--- src/rtl/hazard_ctl.sv ---
module hazard_ctl #(
  parameter int RW = 5,
  parameter int DW = 32,
  parameter int PW = 16
) (
  input  logic          clk,
  input  logic          rst_n,
  input  logic          id_valid,
  input  logic [RW-1:0] id_rs1,
  input  logic [RW-1:0] id_rs2,
  input  logic          id_use1,
  input  logic          id_use2,
  input  logic [DW-1:0] rf_rs1,
  input  logic [DW-1:0] rf_rs2,
  input  logic [RW-1:0] ex_rd,
  input  logic          ex_wen,
  input  logic          ex_load,
  input  logic [DW-1:0] ex_alu,
  input  logic [RW-1:0] mem_rd,
  input  logic          mem_wen,
  input  logic [DW-1:0] mem_data,
  input  logic          ex_ctrl,
  input  logic          ex_jreg,
  input  logic          ex_taken,
  input  logic [PW-1:0] ex_pc,
  input  logic [PW-1:0] ex_off,
  input  logic [PW-1:0] ex_reg_tgt,
  input  logic          ex_pred_taken,
  input  logic [PW-1:0] ex_pred_tgt,
  output logic [1:0]    fwd_a,
  output logic [1:0]    fwd_b,
  output logic [DW-1:0] opnd_a,
  output logic [DW-1:0] opnd_b,
  output logic          hold_fd,
  output logic          bubble_ex,
  output logic          flush_if,
  output logic          flush_id,
  output logic          redirect,
  output logic [PW-1:0] redirect_pc
);
  localparam logic [1:0]    SRC_RF  = 2'd0;
  localparam logic [1:0]    SRC_EX  = 2'd1;
  localparam logic [1:0]    SRC_MEM = 2'd2;
  localparam logic [PW-1:0] STEP    = PW'(1);

  logic ex_vld, mem_vld;
  logic ex_src, mem_src;
  logic a_ex, a_mem, b_ex, b_mem;
  logic load_use, mispred;
  logic [PW-1:0] seq_pc, taken_pc, act_pc, pred_pc;

  assign ex_src  = ex_vld & ex_wen;
  assign mem_src = mem_vld & mem_wen;

  assign a_ex  = id_use1 && (id_rs1 != '0) && ex_src  && (ex_rd  == id_rs1);
  assign a_mem = id_use1 && (id_rs1 != '0) && mem_src && (mem_rd == id_rs1);
  assign b_ex  = id_use2 && (id_rs2 != '0) && ex_src  && (ex_rd  == id_rs2);
  assign b_mem = id_use2 && (id_rs2 != '0) && mem_src && (mem_rd == id_rs2);

  assign fwd_a = a_ex ? SRC_EX : (a_mem ? SRC_MEM : SRC_RF);
  assign fwd_b = b_ex ? SRC_EX : (b_mem ? SRC_MEM : SRC_RF);

  always_comb begin
    case (fwd_a)
      SRC_EX:  opnd_a = ex_alu;
      SRC_MEM: opnd_a = mem_data;
      default: opnd_a = rf_rs1;
    endcase
    case (fwd_b)
      SRC_EX:  opnd_b = ex_alu;
      SRC_MEM: opnd_b = mem_data;
      default: opnd_b = rf_rs2;
    endcase
  end

  assign seq_pc   = ex_pc + STEP;
  assign taken_pc = ex_jreg ? ex_reg_tgt : (ex_pc + ex_off);
  assign act_pc   = ex_taken ? taken_pc : seq_pc;
  assign pred_pc  = ex_pred_taken ? ex_pred_tgt : seq_pc;
  assign mispred  = ex_vld & ex_ctrl & (act_pc != pred_pc);

  assign load_use = id_valid & ex_load & (a_ex | b_ex) & ~mispred;

  assign hold_fd     = load_use;
  assign bubble_ex   = load_use | mispred;
  assign flush_if    = mispred;
  assign flush_id    = mispred;
  assign redirect    = mispred;
  assign redirect_pc = act_pc;

  always_ff @(posedge clk) begin
    if (!rst_n) begin
      ex_vld  <= 1'b0;
      mem_vld <= 1'b0;
    end else begin
      ex_vld  <= id_valid & ~bubble_ex;
      mem_vld <= ex_vld;
    end
  end
endmodule


--- config.mk ---
export PLATFORM = sky130hd
export DESIGN_NAME = hazard_ctl
export DESIGN_NICKNAME = d
export VERILOG_FILES = /design/src/rtl/hazard_ctl.sv
export SDC_FILE = /design/constraint.sdc
export NUM_CORES = 1
export LEC_CHECK = 0
export BUFFER_PORTS_ARGS = -buffer_cell sky130_fd_sc_hd__clkbuf_2
export CORE_AREA = 2 2 120 122
export CTS_CLUSTER_DIAMETER = 30
export DETAILED_ROUTE_END_ITERATION = 8
export DIE_AREA = 0 0 122 124
export PLACE_DENSITY = 0.68
export RECOVER_POWER = 50
export SLEW_MARGIN = 30
export SYNTH_ARGS = -nofsm -noshare
export SYNTH_HDL_FRONTEND = slang
export SYNTH_SLANG_ARGS = --single-unit
--- constraint.sdc ---
create_clock -name clk -period 7.6 [get_ports clk]
set_input_delay 1.52 -clock clk [delete_from_list [all_inputs] [get_ports clk]]
set_output_delay 1.52 -clock clk [all_outputs]
set_load 0.02 [all_outputs]
# [After elaboration in Yosys (flattened, before gate mapping)]
# Index checks and enable logic that the tools add are counted.
[word_totals] inputBits=224 reg_bits=2 output_inout_bits=89 word_cells=46
[classes] muxes=9 addsub=2 bitwise=12 eq_ne=9 reduce_logical=12
[op_table] operator="32-bit one-hot mux with 2 select lines" n=2
[op_table] operator="16-bit two-way mux" n=3
[op_table] operator="5-bit == test" n=4
[op_table] operator="16-bit by 1-bit adder with 16-bit output, second input constant" n=1
[op_table] operator="16-bit adder" n=1
[op_table] operator="16-bit inequality test" n=1
[op_table] operator="1-bit logical AND" n=10
[op_table] operator="5-bit nonzero test" n=2
[op_table] operator="1-bit AND" n=8
[op_table] operator="2-bit two-way mux" n=4
[op_table] operator="2-bit by 1-bit == test with 1-bit output, second input constant" n=2
[op_table] operator="2-bit == test, second input constant" n=2
[op_table] operator="1-bit NOT" n=2
[op_table] operator="1-bit bitwise OR" n=2

# [Longest topological paths before layout]
# Gate-level depths: netlist (run 1).
[depth] depth_word=10 depth_mapped=13 mapped_depth_nobuf=12

# [Worst setup path after synthesis (run 1)]
# Ideal clock, no wire load.
[synth_path] kind="input-to-output" start="input ex_pc[0]" end="output hold_fd" t_required_ns=6.080 stages=12 path_slack_ns=1.888 n_path_buf=0 t_arrival_ns=4.192 cell_sequence="ha_1 > fa_1 > a211o_1 > a21oi_2 > o21ai_2 > and4b_1 > a211o_1 > xor2_1 > o21ai_0 > a211oi_1 > a41o_1 > nor2b_1"
[synth_between] elab_chain_cells=7 elab_cells_between_ends=9 classes_between="add/sub (2); eq/ne (1); mux (3); bitwise (3)"
[synth_lines] item="start: declaration" line="25" source="input logic [PW-1:0] ex_pc,"
[synth_lines] item="16-bit adder" line="77" source="assign taken_pc = ex_jreg ? ex_reg_tgt : (ex_pc + ex_off);"
[synth_lines] item="16-bit two-way mux" line="77"
[synth_lines] item="16-bit two-way mux" line="78" source="assign act_pc = ex_taken ? taken_pc : seq_pc;"
[synth_lines] item="16-bit inequality test *" line="80" source="assign mispred = ex_vld & ex_ctrl & (act_pc != pred_pc);"
[synth_lines] item="1-bit AND *" line="80"
[synth_lines] item="1-bit NOT *" line="82" source="assign load_use = id_valid & ex_load & (a_ex | b_ex) & ~mispred;"
[synth_lines] item="1-bit AND *" line="82"
[synth_lines] item="end: declaration" line="34" source="output logic hold_fd,"
# Mark *: on every way between the ends. The rest lies on a longest branch, timed or not.

# [Final worst setup path (run 1)]
[layout_path] start="input ex_rd[2]" end="output opnd_a[8]"
[layout_between] elab_chain_cells=5 elab_cells_between_ends=6 classes_between="eq/ne (3); mux (2); reduce/logical (1)"
[layout_lines] item="start: declaration" line="15" source="input logic [RW-1:0] ex_rd,"
[layout_lines] item="5-bit == test *" line="55" source="assign a_ex = id_use1 && (id_rs1 != '0) && ex_src && (ex_rd == id_rs1);"
[layout_lines] item="1-bit logical AND *" line="55"
[layout_lines] item="2-bit two-way mux *" line="60" source="assign fwd_a = a_ex ? SRC_EX : (a_mem ? SRC_MEM : SRC_RF);"
[layout_lines] item="2-bit == test / 2-bit by 1-bit == test with 1-bit output (equally long branches)" line="64" source="case (fwd_a)"
[layout_lines] item="32-bit one-hot mux with 2 select lines *" line="64"
[layout_lines] item="end: declaration" line="32" source="output logic [DW-1:0] opnd_a,"
# Marks and branches as above.

==> results.sh, run 1 <==
export IMPL_outcome="complete, but fails checks"
export IMPL_failed_checks="capacitance limit, slew limit"
export IMPL_slowest_stage="clkbuf_1"
export IMPL_postCtsHoldBufs=0
export IMPL_cp_top_family="buffers and inverters"
export IMPL_muxShareOfSynthArea=0.210
export IMPL_hold_class="reg2reg"
export IMPL_cts_tree="yes"
export IMPL_row_count=43
export IMPL_place_congestion=0.992
export IMPL_ant_nets=0
export IMPL_min_period_ps=6550
export IMPL_ys_seq_elements=2
export IMPL_portBuffers=312
export IMPL_synth_most_common_cell="nand2_1"
export IMPL_netlist_area_leader_share=0.207
export IMPL_placeableCoreArea_sq_um=13700
export IMPL_worstMarginPinSlew_ps=2250
export IMPL_maxCapViolCount=2
export IMPL_synthTopCellsByCount="nand2_1 (96), o21ai_0 (79), mux2i_1 (77)"
export IMPL_layout_drive_gt1_share=0.354
export IMPL_power_density_nw_per_um2=79.3
export IMPL_netlist_area_sq_um=3730
export IMPL_syn2layout_area_growth_pct=45.4
export IMPL_synth_xor_area_frac=0.159
export IMPL_synth_top_cells_by_area="mux2i_1 (21%), o21ai_0 (11%), xnor2_1 (11%), nand2_1 (9.7%), ha_1 (5.4%)"
export IMPL_antenna_found_initial=0
export IMPL_ff_latch_area_sq_um=40.0
export IMPL_insertedDiodeCount=0
export IMPL_fillerInstances=1482
export IMPL_cts_htree_levels=1
export IMPL_clockBufferDepth=2
export IMPL_num_io_pins=313
export IMPL_wirelength_microns=16800
export IMPL_overflow=0
export IMPL_p_leak_nw=2.61
export IMPL_worstSetupPathType="in2out"
export IMPL_synth_simple_area_share=0.235
export IMPL_cp_required_ps=6080
export IMPL_fmax_mhz=153
export IMPL_synthAdderAreaFrac=0.0590
export IMPL_die_area_sq_um=15100
export IMPL_first_iter_violations=255
export IMPL_skew_ps=2.37
export IMPL_rsz0062_at_grt="false"
export IMPL_yosys_warnings=0
export IMPL_clock_root_buffer="clkbuf_16"
export IMPL_grt_use_total=0.198
export IMPL_path_max_fanout=62
export IMPL_grt_pass1_vias=4623
export IMPL_final_cell_area_sq_um=5420
export IMPL_synth_top_family_by_area="compound AO/OA/AOI/OAI gates"
export IMPL_clkTransAtPathRegs_ps=30
export IMPL_drt_first_pass_iters=6
export IMPL_path_depth=7
export IMPL_clkLatencyLatePin_ps=220
export IMPL_dieWidth_microns=122
export IMPL_slew_viol_final=88
export IMPL_setup_viol=0
export IMPL_post_route_period_util=0.862
export IMPL_multiInputGateArea_sq_um=3510
export IMPL_dieHeight_microns=124
export IMPL_cp_end_kind="output port"
export IMPL_cts_setup_buffers=0
export IMPL_grt_max_degree=69
export IMPL_crit_chain="clkbuf_2 > xnor2_1 > nand4_1 > nor4_2 > clkbuf_1 > o21ai_0 > clkbuf_2"
export IMPL_cts_resized_gates=0
export IMPL_synth_compound_area_frac=0.276
export IMPL_async_flop_share=0
export IMPL_cpPeakStageDelay_ps=1660
export IMPL_synth_edff_count=0
export IMPL_peakVddDrop_mv=0.0695
export IMPL_avgSynthCellArea_sq_um=6.70
export IMPL_post_dp_hpwl_microns=14200
export IMPL_drt_wirelength_per_cell_microns=16.5
export IMPL_hold_violations=0
export IMPL_slew_headroom=-0.503
export IMPL_setup_tns_ps=0
export IMPL_startpoint_type="input port"
export IMPL_ff2ff_path_depth=5
export IMPL_worstPathArrival_ps=5030
export IMPL_synth_seq_area_share=0.0107
export IMPL_drcViolationCount=0
export IMPL_vias_per_cell=5.14
export IMPL_cpMostUsedCell="clkbuf_2"
export IMPL_synthCells=557
export IMPL_post_dp_cell_area_sq_um=5410
export IMPL_yosysUniqueCellTypes=63
export IMPL_synthFlopType="dfxtp_1"
export IMPL_final_nets=1085
export IMPL_synth_top_area_cell="mux2i_1"
export IMPL_cts_sinks=2
export IMPL_hold_path_depth=1
export IMPL_syn_nets=798
export IMPL_start_util=0.272
export IMPL_critPathBufInv=3
export IMPL_vias=5251
export IMPL_numCtsBuffers=3
export IMPL_grt_pass1_wl_microns=24200
-- cell type report --
type | count | area share
clock buffers | 3 | 0.0138
well taps | 180 | 0.0415
multi-input cells | 514 | 0.648
inverters | 6 | 0.00415
flip-flops and latches | 2 | 0.00738
repair buffers | 317 | 0.285
-- placed cells by master, fill, tap and decap left out, drive strengths merged, types with 2 or more instances in the layout --
cell type	n
clkbuf	317
nand2	96
o21ai	83
mux2i	77
xnor2	45
nor2	30
a21oi	28
xor2	22
ha	16
nand3	14
nand4	12
a211oi	7
inv	6
o211ai	6
a21o	5
nor2b	5
o22ai	5
nand2b	4
or4	4
and4	4
nor3	4
o311ai	4
and3	3
buf	3
nor4	3
and2	3
nor4b	2
a211o	2
o211a	2
or3	2
o32a	2
a2111o	2
a311oi	2
o32ai	2
a31oi	2
dfxtp	2
a21boi	2
o31ai	2
-- where the power goes --
part,total (mW),switching (mW),internal [mW]
combinational,0.339,0.199,0.140
sequential,0.0115,0.000340,0.0111
clock,0.0797,0.0127,0.0670
total,0.430,0.212,0.218
-- routing by layer --
layer  wire length [microns]  track usage  vias to the layer above  part of all wire
met1                    7130        0.265                     2354              0.42
met3                    1550       0.0430                       28             0.092
met2                    7840        0.332                      248              0.47
met4                     305       0.0309                        0             0.018
met5                       0            0                        -                 0
li1                        -            -                     2621                 -
-- worst reg2reg max path, stage by stage (launching register included) --
cell and delay [ps]:
dfxtp_1 340, nand2_1 100, nor4_2 140, buf_4 530
o21ai_0 170, and4_1 210
-- metrics by stage --
| step | cells | utilization | hold slack, ps | setup slack, ps | power, mW |
|---|---|---|---|---|---|
| 2_1_floorplan | 557 | - | 453 | 1890 | 0.211 |
| 3_3_place_gp | 1019 | 0.395 | 493 | 1510 | 0.350 |
| 3_5_place_dp | 1019 | 0.395 | 486 | 1470 | 0.351 |
| 4_1_cts | 1022 | 0.400 | 511 | 1420 | 0.433 |
| 5_1_grt | 1022 | 0.395 | 530 | 667 | 0.462 |
| 6_report | 1022 | 0.395 | 505 | 1050 | 0.430 |
-- registers in the layout, indices dropped and copies added (netlist names) --
| register | cells |
|---|---|
| mem_vld | 1 |
| ex_vld | 1 |
-- kinds of logic after synthesis --
kind of cell | Yosys count
and+or+nand+nor | 189
AOI/OAI and AO/OA | 163
muxes | 78
xor gates and xnor gates | 67
buffers and inverters | 41
adders and majority gates | 17
DFF | 2
-- final timing paths --
| kind | from | end | slack, ps |
|---|---|---|---|
| hold / removal | ex_vld | mem_vld | 510 |
| setup / recovery | ex_rd[2] | opnd_a[8] | 1050 |
| hold reg to reg | ex_vld | mem_vld | 510 |
| setup reg to reg | ex_vld | ex_vld | 6000 |
Note: power is estimated with default switching activity, not from simulation.
==> inputs of run 2 (changes only) <==
Settings changed: RECOVER_POWER 50 to 25.
==> results.sh, run 2 (synthesis results as in run 1) <==
export IMPL_outcome="complete, but fails checks"
export IMPL_failed_checks="capacitance limit, slew limit"
export IMPL_mostFrequentLayoutCells="clkbuf_2 (297), nand2_1 (96), o21ai_0 (80)"
export IMPL_mostFrequentLayoutCell="clkbuf_2"
export IMPL_first_iter_violations=254
export IMPL_slew_headroom=-0.247
export IMPL_multiInputGateArea_sq_um=3510
export IMPL_setup_viol=0
export IMPL_dp_cells=1019
export IMPL_drt_wirelength_per_cell_microns=16.5
export IMPL_cp_end_kind="output port"
export IMPL_row_count=43
export IMPL_grt_pass1_wl_microns=24200
export IMPL_post_dp_cell_area_sq_um=5410
export IMPL_post_dp_hpwl_microns=14200
export IMPL_cp_required_ps=6080
export IMPL_dieHeight_microns=124
export IMPL_numCtsBuffers=3
export IMPL_fin_util=0.397
export IMPL_hold_violations=0
export IMPL_clock_root_buffer="clkbuf_16"
export IMPL_overflow=0
export IMPL_setup_tns_ps=0
export IMPL_portBuffers=312
export IMPL_vias=5271
export IMPL_final_cell_area_sq_um=5450
export IMPL_rsz0062_at_grt="false"
export IMPL_grt_max_degree=69
export IMPL_cts_tree="yes"
export IMPL_post_route_period_util=0.854
export IMPL_syn2layout_area_growth_pct=46.2
export IMPL_largestRegisters="ex_vld: 1 flops, mem_vld: 1 flops"
export IMPL_stdcell_count=1022
export IMPL_startpoint_type="input port"
export IMPL_drcViolationCount=0
export IMPL_die_area_sq_um=15100
export IMPL_peakVddDrop_mv=0.0695
export IMPL_insertedDiodeCount=0
export IMPL_drt_first_pass_iters=5
export IMPL_placeableCoreArea_sq_um=13700
export IMPL_layout_drive_gt1_share=0.380
export IMPL_final_nets=1085
export IMPL_place_congestion=0.992
export IMPL_start_util=0.272
export IMPL_clkLatencyLatePin_ps=220
export IMPL_postCtsHoldBufs=0
export IMPL_cts_resized_gates=0
export IMPL_vias_per_cell=5.16
export IMPL_dieWidth_microns=122
export IMPL_clockBufferDepth=2
export IMPL_worstPathArrival_ps=4970
export IMPL_grt_use_total=0.198
export IMPL_wirelength_microns=16800
export IMPL_cts_sinks=2
export IMPL_worstSetupPathType="in2out"
export IMPL_p_leak_nw=2.68
export IMPL_antenna_found_initial=0
export IMPL_ant_nets=0
export IMPL_slew_viol_final=25
export IMPL_fmax_mhz=154
export IMPL_num_io_pins=313
export IMPL_cts_htree_levels=1
export IMPL_hold_class="reg2reg"
export IMPL_path_max_fanout=29
export IMPL_min_period_ps=6490
export IMPL_maxCapViolCount=1
export IMPL_power_density_nw_per_um2=79.2
export IMPL_ff_latch_area_sq_um=40.0
export IMPL_worstMarginPinSlew_ps=1870
export IMPL_skew_ps=2.46
export IMPL_cts_setup_buffers=0
export IMPL_fillerInstances=1474
export IMPL_grt_pass1_vias=4623
export IMPL_clkTransAtPathRegs_ps=30
run 2: changes by cell type in the layout (fill, tap and decap cells not counted):
cell | previous run | this run
clkbuf_1 | 38 | 16
clkbuf_2 | 276 | 297
buf_4 | 3 | 4
run 2: critical path: stages:
cell and delay [ps]:
clkbuf_1 990, nor2_1 470, a311oi_1 550, xor2_1 180, nand2_1 80, nor4b_1 320, and3_1 260, a41o_1 250
nor2b_1 150, clkbuf_2 180
run 2: per-layer routing:
metal	track usage	wire length [microns]	vias to the layer above	part of all wire
li1	-	-	2621	-
met1	0.265	7030	2358	0.42
met2	0.332	7890	268	0.47
met3	0.0430	1630	24	0.097
met4	0.0309	269	0	0.016
met5	0	0	-	0
run 2: per-stage QoR:
stage | hold WS, ps | setup WS, ps | power (mW)
3_3_place_gp | 493 | 1510 | 0.350
5_1_grt | 530 | 846 | 0.464
6_report | 505 | 1110 | 0.432
2_1_floorplan | 453 | 1890 | 0.211
3_5_place_dp | 486 | 1470 | 0.351
4_1_cts | 511 | 1420 | 0.433
run 2: worst paths after layout:
path	to	start	cells after the start	slack, ps
hold reg to reg	mem_vld	ex_vld	1	510
setup reg to reg	ex_vld	ex_vld	5	6000
setup / recovery	hold_fd	ex_jreg	10	1110
hold / removal	mem_vld	ex_vld	1	510
run 2: area by class of cell:
type | count | share of cell area
Clock buffer | 3 | 0.0138
Inverter | 6 | 0.00413
Multi-Input combinational cell | 514 | 0.644
Sequential cell | 2 | 0.00734
Tap cell | 180 | 0.0413
Timing Repair Buffer | 317 | 0.289
run 2: power breakdown:
| group | internal [mW] | switching [mW] | leakage, nW |
|---|---|---|---|
| combinational | 0.141 | 0.200 | 2.63 |
| sequential | 0.0111 | 0.000341 | 0.0165 |
| clock | 0.0670 | 0.0127 | 0.0370 |
| total | 0.219 | 0.213 | 2.68 |
==> inputs of run 3 (changes only) <==
Settings changed: RECOVER_POWER 25 to 100.
==> results.sh, run 3 (synthesis results as in run 1) <==
export IMPL_switchingPower_uw=212
export IMPL_mostFrequentLayoutCells="clkbuf_2 (234), nand2_1 (96), clkbuf_1 (81)"
export IMPL_dieWidth_microns=122
export IMPL_failed_checks="capacitance limit, slew limit"
export IMPL_p_comb_frac=0.786
export IMPL_outcome="complete, but fails checks"
export IMPL_cts_resized_gates=0
export IMPL_antenna_found_initial=0
export IMPL_die_area_sq_um=15100
export IMPL_setup_tns_ps=0
export IMPL_clock_root_buffer="clkbuf_16"
export IMPL_fmax_mhz=151
export IMPL_setup_viol=0
export IMPL_cpPeakStageDelay_ps=1680
export IMPL_grt_pass1_wl_microns=24200
export IMPL_hold_violations=0
export IMPL_peakVddDrop_mv=0.0694
export IMPL_final_nets=1085
export IMPL_vias=5259
export IMPL_cts_setup_buffers=0
export IMPL_path_max_fanout=62
export IMPL_overflow=0
export IMPL_insertedDiodeCount=0
export IMPL_largestRegisters="ex_vld: 1 flops, mem_vld: 1 flops"
export IMPL_slew_viol_final=118
export IMPL_slew_headroom=-0.524
export IMPL_vias_per_cell=5.15
export IMPL_fillerInstances=1517
export IMPL_worstPathArrival_ps=5080
export IMPL_postCtsHoldBufs=0
export IMPL_crit_chain="clkbuf_2 > xnor2_1 > nand4_1 > nor4_2 > clkbuf_1 > o21ai_0 > clkbuf_1"
export IMPL_first_iter_violations=305
export IMPL_row_count=43
export IMPL_critPathBufInv=3
export IMPL_cts_sinks=2
export IMPL_cp_required_ps=6080
export IMPL_numCtsBuffers=3
export IMPL_drcViolationCount=0
export IMPL_cp_top_family="buffers and inverters"
export IMPL_num_io_pins=313
export IMPL_clkLatencyLatePin_ps=220
export IMPL_final_cell_area_sq_um=5360
export IMPL_cp_end_kind="output port"
export IMPL_clockBufferDepth=2
export IMPL_layout_drive_gt1_share=0.299
export IMPL_worstMarginPinSlew_ps=2290
export IMPL_preCtsSetupSlack_ps=1470
export IMPL_wirelength_microns=16900
export IMPL_ant_nets=0
export IMPL_power_density_nw_per_um2=79.6
export IMPL_placeableCoreArea_sq_um=13700
export IMPL_fin_util=0.390
export IMPL_maxCapViolCount=3
export IMPL_seqPwrFrac=0.027
export IMPL_worstSetupPathType="in2out"
export IMPL_worst_slack_ps=996
export IMPL_grt_use_total=0.198
export IMPL_grt_pass1_vias=4623
export IMPL_place_congestion=0.992
export IMPL_slowest_stage="clkbuf_1"
export IMPL_hold_class="reg2reg"
export IMPL_p_clk_frac=0.187
export IMPL_cts_tree="yes"
export IMPL_post_route_period_util=0.869
export IMPL_syn2layout_area_growth_pct=43.6
export IMPL_drt_wirelength_per_cell_microns=16.5
export IMPL_cts_htree_levels=1
export IMPL_netSwitchingFraction=0.497
export IMPL_post_dp_cell_area_sq_um=5410
export IMPL_mostFrequentLayoutCell="clkbuf_2"
export IMPL_cpMostUsedCell="clkbuf_1"
export IMPL_min_period_ps=6600
export IMPL_post_dp_hpwl_microns=14200
export IMPL_grt_max_degree=69
export IMPL_clkTransAtPathRegs_ps=30
export IMPL_drt_first_pass_iters=5
export IMPL_startpoint_type="input port"
export IMPL_rsz0062_at_grt="false"
export IMPL_intPower_uw=214
export IMPL_dieHeight_microns=124
export IMPL_portBuffers=312
export IMPL_p_leak_nw=2.48
export IMPL_skew_ps=2.37
export IMPL_start_util=0.272
run 3: changes by cell type in the layout (fill, tap and decap cells not counted), sizes merged:
| cell | delta |
|---|---|
| buf | -2 |
| clkbuf | +2 |
run 3: power groups by stage:
stage | logic (mW) | clock network [mW] | registers (mW)
2_1_floorplan | 0.200 | 0 | 0.0115
3_3_place_gp | 0.338 | 0 | 0.0116
3_5_place_dp | 0.339 | 0 | 0.0116
4_1_cts | 0.341 | 0.0807 | 0.0115
5_1_grt | 0.364 | 0.0826 | 0.0115
6_report | 0.335 | 0.0797 | 0.0115
run 3: area by class of cell:
type | count | area, sq um | area share
Multi-Input combinational cell | 514 | 3500 | 0.654
Timing Repair Buffer | 317 | 1490 | 0.278
Clock buffer | 3 | 75.1 | 0.0140
Tap cell | 180 | 225 | 0.0420
Sequential cell | 2 | 40.0 | 0.00747
Inverter | 6 | 22.5 | 0.00420
run 3: path summary, 6_finish.rpt:
kind         slack (ps)        end  cells past startpoint  startpoint
min reg2reg         510    mem_vld                      1      ex_vld
min                 510    mem_vld                      1      ex_vld
max reg2reg        6000     ex_vld                      5      ex_vld
max                1000  opnd_a[8]                      7    ex_rd[2]
run 3: worst reg2reg max path: cells and delay by family, from the launching register on:
family / cells / cell delay (ps)
flops: 1 / 340
compound gates: 1 / 170
buf+inv: 1 / 530
simple gates: 3 / 450
run 3: layer usage:
metal,global-route usage,routed length [microns]
met1,0.265,7200
met2,0.332,7940
met3,0.0430,1510
met4,0.0309,231
met5,0,0
run 3: through the flow:
stage / cells / power [mW] / hold WS, ps
final: 1022 / 0.426 / 505
after global routing: 1022 / 0.458 / 530
after CTS: 1022 / 0.433 / 511
after detailed placement: 1019 / 0.351 / 486
after global placement: 1019 / 0.350 / 493
after floorplan: 557 / 0.211 / 453
